File: config.mk
export PLATFORM = sky130hd
export DESIGN_NAME = osc_clk_ctrl
export DESIGN_NICKNAME = d
export VERILOG_FILES = /design/src/rtl/osc_clk_ctrl.sv
export SDC_FILE = /design/constraint.sdc
export NUM_CORES = 1
export LEC_CHECK = 0
export BUFFER_PORTS_ARGS = -buffer_cell sky130_fd_sc_hd__buf_2
export CAP_MARGIN = 15
export CORE_ASPECT_RATIO = 1.25
export CORE_MARGIN = 1
export CORE_UTILIZATION = 40
export CTS_CLUSTER_SIZE = 40
export DETAILED_ROUTE_END_ITERATION = 10
export HOLD_SLACK_MARGIN = 0.03
export SYNTH_ARGS = -nofsm -noshare
export SYNTH_HDL_FRONTEND = slang
export SYNTH_SLANG_ARGS = --single-unit
File: constraint.sdc
create_clock -name clk_osc -period 2.95 [get_ports clk_osc]
set_input_delay 0.59 -clock clk_osc [delete_from_list [all_inputs] [get_ports clk_osc]]
set_output_delay 0.59 -clock clk_osc [all_outputs]
set_load 0.01 [all_outputs]
File: src/rtl/osc_clk_ctrl.sv
`timescale 1ns/1ps
module osc_clk_ctrl #(
  parameter int STARTUP = 1024,
  parameter int SYNC    = 2
) (
  input  logic       clk_osc,
  input  logic       rst_n,
  input  logic       wake,
  input  logic [2:0] osc_mode,
  input  logic [1:0] div_sel,
  output logic       sys_clk,
  output logic       clk_ready,
  output logic       pin_out,
  output logic       pin_oe,
  input  logic       pin_in,
  input  logic       reg_we,
  input  logic [1:0] reg_wdata,
  output logic [2:0] reg_rdata
);
  localparam logic [2:0] M_EXT   = 3'd2;
  localparam logic [2:0] M_EXTIO = 3'd3;
  localparam logic [2:0] M_MUL   = 3'd4;
  localparam logic [2:0] M_MULIO = 3'd5;
  localparam int CW = (STARTUP > 1) ? $clog2(STARTUP) : 1;
  localparam logic [CW-1:0] SU_LAST = CW'(STARTUP - 1);

  logic [2:0] mode_q;
  logic [1:0] sel_q;
  logic ext_q, xtal_q, mul_q, gpio_q, clkout_q;

  always_ff @(posedge clk_osc)
    if (!rst_n) begin
      mode_q <= osc_mode;
      sel_q  <= div_sel;
    end

  assign ext_q    = (mode_q >= M_EXT) && (mode_q <= M_MULIO);
  assign xtal_q   = !ext_q;
  assign mul_q    = (mode_q == M_MUL) || (mode_q == M_MULIO);
  assign gpio_q   = (mode_q == M_EXTIO) || (mode_q == M_MULIO);
  assign clkout_q = (mode_q == M_EXT) || (mode_q == M_MUL);

  logic [1:0] cnt4;
  logic [1:0] c3;
  logic p3, n3, div_clk;

  always_ff @(posedge clk_osc or negedge rst_n)
    if (!rst_n) begin
      cnt4 <= '0;
      c3   <= '0;
      p3   <= 1'b0;
    end else begin
      cnt4 <= cnt4 + 2'd1;
      c3   <= (c3 == 2'd2) ? 2'd0 : c3 + 2'd1;
      p3   <= (c3 == 2'd2);
    end

  always_ff @(negedge clk_osc or negedge rst_n)
    if (!rst_n) n3 <= 1'b0;
    else        n3 <= p3;

  always_comb
    case (sel_q)
      2'd0:    div_clk = clk_osc;
      2'd1:    div_clk = cnt4[0];
      2'd2:    div_clk = p3 | n3;
      default: div_clk = cnt4[1];
    endcase

  assign sys_clk = mul_q ? clk_osc : div_clk;

  logic [CW-1:0] su_cnt;
  logic x_rdy;

  always_ff @(posedge clk_osc or negedge rst_n)
    if (!rst_n) begin
      su_cnt <= '0;
      x_rdy  <= 1'b0;
    end else if (wake) begin
      su_cnt <= '0;
      x_rdy  <= 1'b0;
    end else if (!x_rdy) begin
      if (su_cnt == SU_LAST) x_rdy  <= 1'b1;
      else                   su_cnt <= su_cnt + 1'b1;
    end

  assign clk_ready = rst_n & (ext_q | x_rdy);

  logic g_oe, g_do;
  logic [SYNC-1:0] din_s;

  always_ff @(posedge clk_osc or negedge rst_n)
    if (!rst_n) begin
      g_oe  <= 1'b0;
      g_do  <= 1'b0;
      din_s <= '0;
    end else begin
      din_s <= {din_s[SYNC-2:0], pin_in};
      if (reg_we) begin
        g_do <= reg_wdata[0];
        g_oe <= reg_wdata[1];
      end
    end

  assign pin_oe    = clkout_q | (gpio_q & g_oe);
  assign pin_out   = clkout_q ? cnt4[1] : (gpio_q & g_do);
  assign reg_rdata = {din_s[SYNC-1], g_oe, g_do};


  pin_float_chk: assert property (@(posedge clk_osc) disable iff (!rst_n)
    xtal_q |-> !pin_oe);


  ready_hold_chk: assert property (@(posedge clk_osc) disable iff (!rst_n)
    (xtal_q && !clk_ready && !wake && su_cnt != SU_LAST) |=> !clk_ready);


  wake_drop_chk: assert property (@(posedge clk_osc) disable iff (!rst_n)
    (xtal_q && wake) |=> !clk_ready);


  ext_ready_chk: assert property (@(posedge clk_osc) disable iff (!rst_n)
    ext_q |-> clk_ready);


  gpio_wr_chk: assert property (@(posedge clk_osc) disable iff (!rst_n)
    (gpio_q && reg_we) |=> (pin_oe == $past(reg_wdata[1])));


  cfg_hold_chk: assert property (@(posedge clk_osc) disable iff (!rst_n)
    1'b1 |=> ($stable(mode_q) && $stable(sel_q)));
endmodule

# Word level (Yosys, flattened, before mapping)
# Index checks and enable logic that the tools add are counted.
dict set report totals {
  out_inout_bits 7
  reg_bits 26
  word_cells 48
  input_bits 12
}
dict set report classes {
  n_bitwise 6
  magnitude_cmp 2
  n_reduce_logical 6
  add_sub_neg 3
  mux 10
  n_eq_ne 10
}
# operator n
set op_table {}
lappend op_table {{10-bit 2-to-1 mux} 3}
lappend op_table {{10-bit by 1-bit adder with 10-bit output, second input constant} 1}
lappend op_table {{10-bit == test, second input constant} 1}
lappend op_table {{3-bit by 2-bit == test with 1-bit output, second input constant} 2}
lappend op_table {{3-bit == test, second input constant} 2}
lappend op_table {{1-bit 2-to-1 mux} 5}
lappend op_table {{2-bit by 1-bit adder with 2-bit output, second input constant} 2}
lappend op_table {{2-bit == test, second input constant} 2}
lappend op_table {{2-bit inequality test, second input constant} 2}
lappend op_table {{1-bit bitwise AND} 3}
lappend op_table {{3-bit by 2-bit >= comparator with 1-bit output, second input constant} 1}
lappend op_table {{3-bit <= comparator, second input constant} 1}
lappend op_table {{1-bit logical OR} 3}
lappend op_table {{1-bit OR} 3}
lappend op_table {{1-bit one-hot mux with 3 select lines} 1}
lappend op_table {{2-bit by 1-bit == test with 1-bit output, second input constant} 1}
lappend op_table {{2-bit zero test} 1}
lappend op_table {{2-bit 2-to-1 mux} 1}
lappend op_table {{2-bit AND reduction} 1}
lappend op_table {{1-bit logical AND} 1}

# Longest topological paths before layout
dict set report logic_depth {
  word_depth 4
  mapped_depth 5
  ltp_nobuf 4
}

==> reports/results.txt <==
Peak supply drop - 0.3756 mV
Total congestion overflow - 0
Number of synthesized flops with an enable pin - 5
Post-layout nets - 142
Horiz. Die Dim - 51.42 µm
Critical path class - flop to output port
Max Cap Violations - 0
Dpl cell area - 1310 µm²
Vias in the first global route - 981
# setup viols final - 1
Post-DP HPWL - 1626 µm
Syn_nets - 122
Vias - 936
Largest net degree at the start of global routing - 15
Syn avg cell area - 11.20 µm²
Distinct cells, synth - 40
Violated checks - negative setup slack
Most frequent cell after synthesis - dfrtp_1
All-Layer GR Usage - 17.60%
Critical Path AT - 2940 ps
Sequential share of the synthesized area - 55.33%
Worst-Skew Late Latency - 430 ps
Worst-Margin Slew - 277.6 ps
Nature of the critical path endpoint - output port
Finished Layout Cells - 164
Post-CTS setup buffer count - 0
DRC violations left - 0
Pre-CTS setup slack - -128.4 ps
Routed len/inst - 14.93 µm
Clock-pin slew on the worst setup and hold paths - 140 ps
Core area - 2918 µm²
Asr flop ratio synth - 80.77%
DR iter-0 viols - 49
Ports - 19
Setup ws final - -581.3 ps
Worst path required time - 2360 ps
FF+latch count, synth - 26
Slew Limit Headroom - 81.36%
Number of core rows - 22
Slowest CP cell - dfrtn_1
Cells after synthesis - 109
Final Wtd Congestion - 0.7773
LEAKAGE - 0.5940 nW
Outcome - finished with violations
Total power - 0.7802 mW
Area contributors post-synth - dfrtp_1 41%, edfxtp_1 12%, a21oi_1 2.9%, nor3_1 2.9%, nor2b_1 2.6%
Setup_tns - -581.3 ps
Max incr delay on CP - 340 ps
Top cells by count, synth - 20 x dfrtp_1, 7 x a21oi_1, 7 x inv_1, 7 x nor3_1
ANT cells - 0
Final ANT Viol Nets - 0
CP cell instances - or3_4 > o2111ai_2 > o221ai_2 > buf_2
First-pass DRT Iterations - 4
Yosys warns - 0
I/O Buffers - 18
Final Hold Vio Count - 0
Synth Flop Type - dfrtp_1
Avg Vias per Cell - 5.707
CTS tree - done
Hold WS - 248.8 ps
Area leader, netlist - dfrtp_1
Syn-to-layout area delta - 13.32%
Final core utilization - 47.43%
Placed insts - 156
Die area - 3279 µm²
Fraction of layout cells with a size suffix above 1 - 25.00%
Clock skew - 7.480 ps
Max Fanout on Critical Path - 1
Initial Utilization - 41.85%
Critical path startpoint category - flop
Worst min-delay path class - input pin to flop
RSZ-0062 raised after global routing - yes
Netlist Area Pre-Place - 1221 µm²
Die height - 63.78 µm
Total Wirelength - 2448 µm
First-pass GRT wire length - 4222 µm
CP bufs+invs - 1
Initial antenna violation count - 0
Crit path max-delay family - flip-flops
Power density over the cells - 563.8 nW/µm²
Top cell type's share of synthesized area - 40.98%
Post-route cell area - 1384 µm²
Max Slew Vio Count - 0
state kept, by name, indices dropped and copies added, names as in the netlist:
name / count
x_rdy: 1
g_oe: 1
p3: 1
c3: 2
mode_q: 3
n3: 1
din_s: 2
cnt4: 2
su_cnt: 10
g_do: 1
sel_q: 2
repair_timing:
action | in CTS | in global routing
hold endpoints to repair | 6 | 0
hold buffers | 1 | 0
gates resized for setup | 1 | 1
pin swaps | 1 | 0
cloned | 0 | 0
endpoints found under the setup margin | 1 | 1
layout by cell type, fill, tap and decap left out, drive strengths merged, types with 2 or more instances in the layout:
| master | Yosys | final |
|---|---|---|
| o21ai | 3 | 3 |
| and4b | 2 | 2 |
| buf | 7 | 19 |
| nor2b | 5 | 5 |
| clkbuf | 1 | 7 |
| a211oi | 4 | 4 |
| and4 | 3 | 3 |
| edfxtp | 5 | 5 |
| nand3 | 4 | 4 |
| nor2 | 2 | 2 |
| nand4b | 2 | 2 |
| inv | 7 | 7 |
| a22oi | 2 | 2 |
| dfrtp | 20 | 20 |
| nor3 | 7 | 7 |
| nand2 | 3 | 3 |
| nand4 | 4 | 4 |
| a31oi | 4 | 4 |
| a21oi | 7 | 7 |
layout make-up:
class,count,area [µm²]
clock buffer,8,57.56
clock inverter,1,3.754
fill,302,1534
inverter,6,22.52
multi-input combinational,68,476.7
sequential,26,675.6
tap,36,45.04
timing repair buffer,19,102.6
logic make-up after synthesis:
| group | Yosys count | synth area share [%] |
|---|---|---|
| simple gates | 37 | 18.85 |
| fa+ha+maj | 1 | 1.024 |
| compound gates | 26 | 14.55 |
| mux | 2 | 1.742 |
| flops | 26 | 55.33 |
| xor+xnor | 2 | 1.435 |
| buf+inv | 15 | 7.069 |
worst paths after layout:
path | startpoint | to | slack [ps] | cells past startpoint
max | n3 | sys_clk | -580 | 4
min | pin_in | din_s[0] | 250 | 1
max reg2reg | p3 | n3 | 930 | 0
min reg2reg | din_s[0] | din_s[1] | 370 | 0
max in group asynchronous | rst_n | n3 | 870 | 2
min in group asynchronous | rst_n | c3[1] | 510 | 2
per-layer routing:
metal  vias up  part of all wire [%]  GRT usage [%]
met1       458                    45          21.18
met5         -                     0              0
met3         8                   3.0          4.286
met4         0                   2.9          12.84
li1        442                     -              -
met2        28                    49          26.79
report_power, final:
group,switching (mW),leakage [nW],internal (mW),total [mW]
registers,0.0258,0.316,0.390,0.416
logic,0.0539,0.230,0.0469,0.101
clock network,0.138,0.0478,0.125,0.263
total,0.218,0.594,0.562,0.780
Power figures use the tool's default switching activity.
